==> src/rtl/srch_trip_pkg.sv <==
package srch_trip_pkg;

   localparam int TRIP_RES_W  = 3;
   localparam int RES_ID_POS  = 0;
   localparam int RES_CMP_POS = 1;
   localparam int RES_DIR_POS = 2;

   typedef enum logic [2:0] {
      ST_IDLE   = 3'd0,
      ST_RD_ID  = 3'd1,
      ST_RD_CMP = 3'd2,
      ST_WR_DIR = 3'd3,
      ST_DONE   = 3'd4
   } trip_state_e;

endpackage

==> src/rtl/trip_decide.sv <==
module trip_decide
   import srch_trip_pkg::*;
#(
   parameter int RES_W = TRIP_RES_W
) (
   input  logic             id_bit_i,
   input  logic             cmp_bit_i,
   input  logic             pref_dir_i,
   output logic             dir_o,
   output logic             abort_o,
   output logic [RES_W-1:0] res_o
);

   logic split;

   always_comb begin
      abort_o = id_bit_i & cmp_bit_i;
      split   = id_bit_i ^ cmp_bit_i;
      if (abort_o)
         dir_o = 1'b0;
      else if (split)
         dir_o = id_bit_i;
      else
         dir_o = pref_dir_i;
      res_o              = '0;
      res_o[RES_ID_POS]  = id_bit_i;
      res_o[RES_CMP_POS] = cmp_bit_i;
      res_o[RES_DIR_POS] = dir_o;
   end

endmodule

==> src/rtl/trip_seq_ctrl.sv <==
module trip_seq_ctrl
   import srch_trip_pkg::*;
(
   input  logic clk,
   input  logic rst_n,
   input  logic start_i,
   input  logic pref_dir_i,
   input  logic slot_ack_i,
   input  logic slot_rd_bit_i,
   input  logic dec_dir_i,
   input  logic dec_abort_i,
   output logic id_q_o,
   output logic cmp_q_o,
   output logic pref_q_o,
   output logic busy_o,
   output logic done_o,
   output logic rd_req_o,
   output logic wr_req_o,
   output logic wr_bit_o
);

   trip_state_e state_q, state_d;
   logic        id_q, cmp_q, pref_q;

   always_comb begin
      state_d = state_q;
      unique case (state_q)
         ST_IDLE:   if (start_i) state_d = ST_RD_ID;
         ST_RD_ID:  if (slot_ack_i) state_d = ST_RD_CMP;
         ST_RD_CMP: if (slot_ack_i)
                       state_d = (id_q & slot_rd_bit_i) ? ST_DONE : ST_WR_DIR;
         ST_WR_DIR: if (slot_ack_i) state_d = ST_DONE;
         ST_DONE:   state_d = ST_IDLE;
         default:   state_d = ST_IDLE;
      endcase
   end

   always_ff @(posedge clk or negedge rst_n) begin
      if (!rst_n) begin
         state_q <= ST_IDLE;
         id_q    <= 1'b0;
         cmp_q   <= 1'b0;
         pref_q  <= 1'b0;
      end else begin
         state_q <= state_d;
         if (state_q == ST_IDLE && start_i)
            pref_q <= pref_dir_i;
         if (state_q == ST_RD_ID && slot_ack_i)
            id_q <= slot_rd_bit_i;
         if (state_q == ST_RD_CMP && slot_ack_i)
            cmp_q <= slot_rd_bit_i;
      end
   end

   assign id_q_o   = id_q;
   assign cmp_q_o  = cmp_q;
   assign pref_q_o = pref_q;
   assign busy_o   = (state_q != ST_IDLE);
   assign done_o   = (state_q == ST_DONE);
   assign rd_req_o = (state_q == ST_RD_ID) || (state_q == ST_RD_CMP);
   assign wr_req_o = (state_q == ST_WR_DIR);
   assign wr_bit_o = wr_req_o & dec_dir_i;

   // never two slot requests at once
   a_r2_one_slot: assert property (@(posedge clk) disable iff (!rst_n)
      !(rd_req_o && wr_req_o));

   // a read request is held until acknowledged
   a_r2_rd_hold: assert property (@(posedge clk) disable iff (!rst_n)
      (rd_req_o && !slot_ack_i) |=> rd_req_o);

   // a write request and its bit are held until acknowledged
   a_r2_wr_hold: assert property (@(posedge clk) disable iff (!rst_n)
      (wr_req_o && !slot_ack_i) |=> (wr_req_o && $stable(wr_bit_o)));

   // no write slot after a 1/1 read pair
   a_r4_abort_no_write: assert property (@(posedge clk) disable iff (!rst_n)
      wr_req_o |-> !dec_abort_i);

   // a start taken from idle opens the identifier read
   a_r7_start_idle: assert property (@(posedge clk) disable iff (!rst_n)
      (!busy_o && start_i) |=> (rd_req_o && busy_o));

   // a step in progress stays busy until completion
   a_r7_stay_busy: assert property (@(posedge clk) disable iff (!rst_n)
      (busy_o && !done_o) |=> busy_o);

   // latched direction stable throughout a step
   a_r8_pref_held: assert property (@(posedge clk) disable iff (!rst_n)
      (busy_o && !done_o) |=> $stable(pref_q));

   // completion is a single-cycle pulse
   a_r9_done_pulse: assert property (@(posedge clk) disable iff (!rst_n)
      done_o |=> !done_o);

endmodule

==> src/rtl/search_triplet_seq.sv <==
module search_triplet_seq
   import srch_trip_pkg::*;
#(
   parameter int RES_W = TRIP_RES_W
) (
   input  logic             clk,
   input  logic             rst_n,
   input  logic             start_i,
   input  logic             pref_dir_i,
   output logic             busy_o,
   output logic             done_o,
   output logic [RES_W-1:0] result_o,
   output logic             slot_rd_req_o,
   output logic             slot_wr_req_o,
   output logic             slot_wr_bit_o,
   input  logic             slot_ack_i,
   input  logic             slot_rd_bit_i
);

   generate
      if (RES_W != TRIP_RES_W) begin : g_bad_width
         $error("search_triplet_seq: RES_W must equal TRIP_RES_W");
      end
   endgenerate

   logic             id_q, cmp_q, pref_q;
   logic             dec_dir, dec_abort;
   logic [RES_W-1:0] dec_res;

   trip_seq_ctrl ctrl_i (
      .clk          (clk),
      .rst_n        (rst_n),
      .start_i      (start_i),
      .pref_dir_i   (pref_dir_i),
      .slot_ack_i   (slot_ack_i),
      .slot_rd_bit_i(slot_rd_bit_i),
      .dec_dir_i    (dec_dir),
      .dec_abort_i  (dec_abort),
      .id_q_o       (id_q),
      .cmp_q_o      (cmp_q),
      .pref_q_o     (pref_q),
      .busy_o       (busy_o),
      .done_o       (done_o),
      .rd_req_o     (slot_rd_req_o),
      .wr_req_o     (slot_wr_req_o),
      .wr_bit_o     (slot_wr_bit_o)
   );

   trip_decide #(.RES_W(RES_W)) decide_i (
      .id_bit_i  (id_q),
      .cmp_bit_i (cmp_q),
      .pref_dir_i(pref_q),
      .dir_o     (dec_dir),
      .abort_o   (dec_abort),
      .res_o     (dec_res)
   );

   assign result_o = dec_res;

   // status unchanged from the done pulse until the next start
   a_r9_result_hold: assert property (@(posedge clk) disable iff (!rst_n)
      (done_o || (!busy_o && !start_i && $past(!busy_o || done_o))) |=>
         (busy_o || $stable(result_o)));

   // an abort status never reports a direction of 1
   a_r3_abort_code: assert property (@(posedge clk) disable iff (!rst_n)
      (done_o && result_o[RES_ID_POS] && result_o[RES_CMP_POS]) |->
         !result_o[RES_DIR_POS]);

endmodule

==> config.mk <==
export PLATFORM = sky130hd
export DESIGN_NAME = search_triplet_seq
export DESIGN_NICKNAME = d
export VERILOG_FILES = /design/src/rtl/srch_trip_pkg.sv /design/src/rtl/trip_decide.sv /design/src/rtl/trip_seq_ctrl.sv /design/src/rtl/search_triplet_seq.sv
export SDC_FILE = /design/constraint.sdc
export NUM_CORES = 1
export LEC_CHECK = 0
export BUFFER_PORTS_ARGS = -buffer_cell sky130_fd_sc_hd__buf_2
export CAP_MARGIN = 0
export CELL_PAD_IN_SITES_DETAIL_PLACEMENT = 0
export CELL_PAD_IN_SITES_GLOBAL_PLACEMENT = 1
export CORE_AREA = 2 2 39 41
export DETAILED_ROUTE_END_ITERATION = 8
export DIE_AREA = 0 0 41 43
export PLACE_DENSITY = 0.75
export SETUP_SLACK_MARGIN = 0.02
export SYNTH_ARGS = -nofsm -noshare
export SYNTH_HDL_FRONTEND = slang
export SYNTH_SLANG_ARGS = --single-unit
==> constraint.sdc <==
create_clock -name clk -period 1.55 [get_ports clk]
set_clock_uncertainty 0.2 [all_clocks]
set_input_delay 0.2325 -clock clk [delete_from_list [all_inputs] [get_ports clk]]
set_output_delay 0.2325 -clock clk [all_outputs]
set_load 0.03 [all_outputs]
# Word-level counts from Yosys, hierarchy flattened
# Index checks and enable logic that the tools add are counted.
# classes
n_mux	8
eq_ne	8
bitwise_logic	4
reduce_logical	7
# ops
op	n
2-to-1 mux 3 bit	5
case mux 3 bit (4 select lines)	1
!= test 2 bit, second input constant	4
== test 3 x 2 -> 1 bit, second input constant	2
AND reduction 4 bit	1
AND 1 bit	3
== test 3 x 1 -> 1 bit, second input constant	1
== test 3 bit, second input constant	1
logical AND 1 bit	3
zero test 3 bit	1
nonzero test 3 bit	1
2-to-1 mux 1 bit	2
logical OR 1 bit	1
bitwise XOR 1 bit	1
# word_totals
ff_bits	6
elab_cells	31
inputBits	6
out_inout_bits	8

# Longest topological paths before layout
# logic_depth
word_depth	4
ltp_mapped	4
depth_no_buf	3

# Hierarchy
# From an unflattened synthesis, not the netlist that was laid out.
# unflattened
cells_unflattened	38
area_unflattened_um2	396.6
# modules_own_cells
mod	area_each_um2	instances	cells_each	seq_area_each_um2
trip_seq_ctrl	347.8	1	32	150.1
trip_decide	48.8	1	6	0.0

# Least setup slack after synthesis
# No wires, ideal clock.
# synth_path
kind	register to output
start	register ctrl_i.state_q[0]
end	output port done_o
stages_incl_launch_ff	3
path_buffers	1
required_ns	1.117
arrival_time_ns	1.234
setup_slack_ns	-0.117
path_cell_list	dfrtp_1 > buf_6 > nor3b_1
# synth_between
elab_chain_cells	1
# synth_rtl
element	line_no	source
from (decl)	trip_seq_ctrl.sv:22	trip_state_e state_q, state_d;
from (signal assigned)	trip_seq_ctrl.sv:45	state_q <= state_d;
== test 3 bit	trip_seq_ctrl.sv:59	assign done_o = (state_q == ST_DONE);
to (decl)	search_triplet_seq.sv:11	output logic done_o,
# No other way between the ends.

# Final worst setup path
# layout_path
start	register ctrl_i.state_q[2]
end	output port busy_o
# layout_between
elab_chain_cells	1
# layout_rtl
element	line_no	source
nonzero test 3 bit	trip_seq_ctrl.sv:58	assign busy_o = (state_q != ST_IDLE);
to (decl)	search_triplet_seq.sv:10	output logic busy_o,
# No other way between the ends.

==> run_summary.xml <==
<?xml version="1.0" encoding="UTF-8"?>
<metrics>
  <group name="finish">
    <metric name="finalCoreUtilization" unit="">0.382</metric>
    <metric name="multiInputGateArea" unit="um^2">189</metric>
    <metric name="fill_count" unit="">127</metric>
    <metric name="flow.area_growth_from_synthesis" unit="%">40.5</metric>
    <metric name="register_area" unit="um^2">153</metric>
    <metric name="nNetsFinal" unit="">62</metric>
    <metric name="insertedDiodeCount" unit="">0</metric>
    <metric name="final_layout_size_suffix_gt1_frac" unit="">0.593</metric>
  </group>
  <group name="grt">
    <metric name="number_of_antenna_violations_at_the_first_check_in_global_routing" unit="">0</metric>
    <metric name="first_pass_grt_wire_length" unit="um">1060</metric>
    <metric name="first_global_vias" unit="">252</metric>
    <metric name="maximum_number_of_pins_on_one_net_before_global_route_repair" unit="">11</metric>
    <metric name="grt-ovfl-total" unit="">0</metric>
    <metric name="global_route.usage.total" unit="">0.0926</metric>
  </group>
  <group name="clocking">
    <metric name="worst_skew_pair.late_latency" unit="ns">0.25</metric>
    <metric name="tritoncts_clock_tree" unit="">yes</metric>
    <metric name="cts_made_buffers" unit="">3</metric>
    <metric name="cts.reportedPaths.clkPinSlew" unit="ns">0.05</metric>
    <metric name="root_buffer_cell" unit="">sky130_fd_sc_hd__clkbuf_4</metric>
    <metric name="cts_htree_levels" unit="">1</metric>
    <metric name="cts_buffer_depth" unit="">2</metric>
    <metric name="cts.sink_count" unit="">6</metric>
  </group>
  <group name="setup_path">
    <metric name="reg2reg_depth" unit="">5</metric>
    <metric name="worstSetupPathType" unit="">reg -&gt; out</metric>
    <metric name="cp-start-kind" unit="">flop</metric>
    <metric name="worst_path_max_fanout" unit="">6</metric>
    <metric name="cp_data_required_time" unit="ns">1.12</metric>
    <metric name="cp-end-kind" unit="">primary output</metric>
    <metric name="arrival_time_worst_endpoint" unit="ns">1.20</metric>
  </group>
  <group name="synthesis">
    <metric name="yosys.area.top_type" unit="">sky130_fd_sc_hd__dfrtp_1</metric>
    <metric name="ffs_latches_synth" unit="">6</metric>
    <metric name="register_area_share_after_synthesis" unit="">0.399</metric>
    <metric name="ys.warnings.count" unit="">0</metric>
    <metric name="synth_edf_count" unit="">0</metric>
    <metric name="syn_avg_cell_area" unit="um^2">10.2</metric>
    <metric name="async_flop_share" unit="">1.00</metric>
    <metric name="netlist-cell-type-count" unit="">22</metric>
    <metric name="syn_nets" unit="">43</metric>
    <metric name="syn-cell-area" unit="um^2">377</metric>
    <metric name="synthCells" unit="">37</metric>
    <metric name="synth_top_cells_by_count" unit="">sky130_fd_sc_hd__dfrtp_1 (6), sky130_fd_sc_hd__buf_4 (3), sky130_fd_sc_hd__nand2_1 (3), sky130_fd_sc_hd__nor2_1 (3)</metric>
    <metric name="ys.flop_type" unit="">sky130_fd_sc_hd__dfrtp_1</metric>
    <metric name="yosys.cell_count.top_type" unit="">sky130_fd_sc_hd__dfrtp_1</metric>
    <metric name="synth.top_cells.by_area" unit="">sky130_fd_sc_hd__dfrtp_1 (40%), sky130_fd_sc_hd__buf_4 (6.0%), sky130_fd_sc_hd__buf_6 (6.0%), sky130_fd_sc_hd__mux2_2 (6.0%), sky130_fd_sc_hd__mux2_4 (4.0%)</metric>
    <metric name="post_synth_top_area_share" unit="">0.399</metric>
  </group>
  <group name="detailed_routing">
    <metric name="detailed_routing_iterations_pass_1" unit="">4</metric>
    <metric name="route.detailed.vias_per_inst" unit="">4.53</metric>
    <metric name="drt_first_iter_violations" unit="">1</metric>
    <metric name="wl_per_cell" unit="um">10.4</metric>
    <metric name="routed_wl" unit="um">726</metric>
    <metric name="drtAntennaViolNets" unit="">0</metric>
    <metric name="routed-via-count" unit="">317</metric>
    <metric name="drt_drc_violations_left" unit="">0</metric>
  </group>
  <group name="floorplan">
    <metric name="initial_cell_density_of_the_core" unit="">0.272</metric>
    <metric name="io_pins" unit="">14</metric>
    <metric name="fp-row-count" unit="">14</metric>
    <metric name="fp.dieH" unit="um">43</metric>
    <metric name="die_area" unit="um^2">1760</metric>
    <metric name="die-width" unit="um">41</metric>
    <metric name="placeableCoreArea" unit="um^2">1380</metric>
  </group>
  <group name="power_and_ir_drop">
    <metric name="power.density" unit="nW/um^2">2540</metric>
    <metric name="peakVddDrop" unit="V">0.000628</metric>
    <metric name="total_leakage_power" unit="nW">0.258</metric>
  </group>
  <group name="sta">
    <metric name="worst_slew_margin_rel" unit="">0.830</metric>
    <metric name="post-route-period-util" unit="">1.06</metric>
    <metric name="final_setup_violation_count" unit="">5</metric>
    <metric name="grt_setup_unrepaired" unit="">true</metric>
    <metric name="tightest_slew" unit="ns">0.255</metric>
    <metric name="minimum_setup_slack_in_the_final_design" unit="ns">-0.0875</metric>
    <metric name="final-max-slew-violation-count" unit="">0</metric>
    <metric name="post-route-min-period" unit="ns">1.64</metric>
    <metric name="achievable-frequency" unit="MHz">611</metric>
    <metric name="finalHoldViolations" unit="">0</metric>
  </group>
  <group name="placement">
    <metric name="gpl.final_weighted_congestion" unit="">0.638</metric>
    <metric name="dp_hpwl" unit="um">520</metric>
    <metric name="numPortBuffers" unit="">13</metric>
    <metric name="place_ws" unit="ns">0.0611</metric>
  </group>
  <group name="job">
    <metric name="drv_cap" unit="">0</metric>
  </group>
  <group name="min_path">
    <metric name="hold_path_cell_cnt" unit="">2</metric>
    <metric name="hold_path.class" unit="">in -&gt; reg</metric>
  </group>
  <group name="status">
    <metric name="status" unit="">finished with violations</metric>
    <metric name="violated_checks" unit="">negative setup slack</metric>
  </group>
</metrics>
final timing paths:
kind	start	endpoint	slack, ns
max in group asynchronous	rst_n	ctrl_i.state_q[0]$_DFFE_PN0P_	0.87
min in group asynchronous	rst_n	ctrl_i.state_q[1]$_DFFE_PN0P_	0.12
max	ctrl_i.state_q[2]$_DFFE_PN0P_	busy_o	-0.09
min reg2reg	ctrl_i.pref_q_o$_DFFE_PN0P_	ctrl_i.pref_q_o$_DFFE_PN0P_	0.30
min	pref_dir_i	ctrl_i.pref_q_o$_DFFE_PN0P_	0.02
max reg2reg	ctrl_i.state_q[2]$_DFFE_PN0P_	ctrl_i.pref_q_o$_DFFE_PN0P_	0.04
worst max-delay path, stage by stage (launching register included):
cell,delay [ns]
sky130_fd_sc_hd__dfrtp_2,0.43
sky130_fd_sc_hd__buf_6,0.14
sky130_fd_sc_hd__nor3_4,0.17
sky130_fd_sc_hd__inv_1,0.08
sky130_fd_sc_hd__buf_6,0.14
placed cells by master, fill, tap and decap left out:
| cell type | Yosys | routed |
|---|---|---|
| sky130_fd_sc_hd__buf_4 | 3 | 5 |
| sky130_fd_sc_hd__mux2_4 | 1 | 1 |
| sky130_fd_sc_hd__xnor2_1 | 1 | 1 |
| sky130_fd_sc_hd__a311oi_1 | 1 | 1 |
| sky130_fd_sc_hd__and3b_1 | 1 | 1 |
| sky130_fd_sc_hd__nand2_1 | 3 | 3 |
| sky130_fd_sc_hd__dlygate4sd3_1 | 0 | 1 |
| sky130_fd_sc_hd__and3_2 | 1 | 1 |
| sky130_fd_sc_hd__inv_1 | 2 | 2 |
| sky130_fd_sc_hd__nor3b_2 | 0 | 1 |
| sky130_fd_sc_hd__a221oi_1 | 1 | 1 |
| sky130_fd_sc_hd__nand3_1 | 1 | 1 |
| sky130_fd_sc_hd__and2_4 | 0 | 2 |
| sky130_fd_sc_hd__nor3_1 | 1 | 1 |
| sky130_fd_sc_hd__nor3_4 | 0 | 1 |
| sky130_fd_sc_hd__nor2_1 | 3 | 3 |
| sky130_fd_sc_hd__clkbuf_4 | 0 | 3 |
| sky130_fd_sc_hd__nor2b_4 | 1 | 1 |
| sky130_fd_sc_hd__buf_6 | 2 | 4 |
| sky130_fd_sc_hd__mux2_2 | 2 | 2 |
| sky130_fd_sc_hd__dfrtp_1 | 6 | 4 |
| sky130_fd_sc_hd__nand2b_1 | 1 | 1 |
| sky130_fd_sc_hd__a21oi_1 | 2 | 2 |
| sky130_fd_sc_hd__buf_2 | 0 | 9 |
| sky130_fd_sc_hd__dfrtp_2 | 0 | 2 |
registers in the layout, summed over array words and instances, names as in the netlist:
register / count
ctrl_i.id_q_o: 1
ctrl_i.cmp_q_o: 1
ctrl_i.state_q: 3
ctrl_i.pref_q_o: 1
layout make-up:
class                   instances  share of cell area
clock buffers                   3              0.0426
inverters                       2              0.0142
multi-input cells              24               0.357
flip-flops and latches          6               0.288
well taps                      16              0.0378
repair buffers                 19               0.260
cells by family after synthesis:
kind of cell              Yosys count  synth area share
and+or+nand+nor                    16             0.266
xor gates and xnor gates            1            0.0233
buffers and inverters               7             0.140
DFF                                 6             0.399
muxes                               3            0.0997
AOI/OAI and AO/OA                   4            0.0731
routing by layer:
layer  vias to the layer above  track usage  wire, um
li1                        159            -         -
met3                         3       0.0314        42
met4                         0       0.0600        20
met2                        10        0.138       339
met5                         -            0         0
met1                       145        0.107       324
report_power, final:
part           total, W  switching, W  internal (W)  leakage (nW)
logic          0.000862      0.000452      0.000410         0.174
registers      0.000332     0.0000942      0.000237        0.0702
clock network  0.000149     0.0000611     0.0000879        0.0138
total           0.00134      0.000607      0.000736         0.258
repair_timing:
item	4_1_cts	5_1_grt
hold endpoints to repair	6	0
hold buffers	1	0
pin swaps	0	1
endpoints found under the setup margin	5	6
buffers inserted	3	1
resized for setup	10	2
through the flow:
stage | power [W] | TNS [ns] | instance area (um^2) | cells | hold WS [ns]
2_1_floorplan | 0.000956 | 0 | 384 | 37 | -0.263
3_3_place_gp | 0.00101 | 0 | 432 | 62 | -0.137
3_5_place_dp | 0.00101 | 0 | 432 | 62 | -0.136
4_1_cts | 0.00130 | -0.173 | 514 | 69 | 0.0209
5_1_grt | 0.00142 | -0.411 | 529 | 70 | 0.0230
6_report | 0.00134 | -0.219 | 529 | 70 | 0.0225
Power figures use the tool's default switching activity.
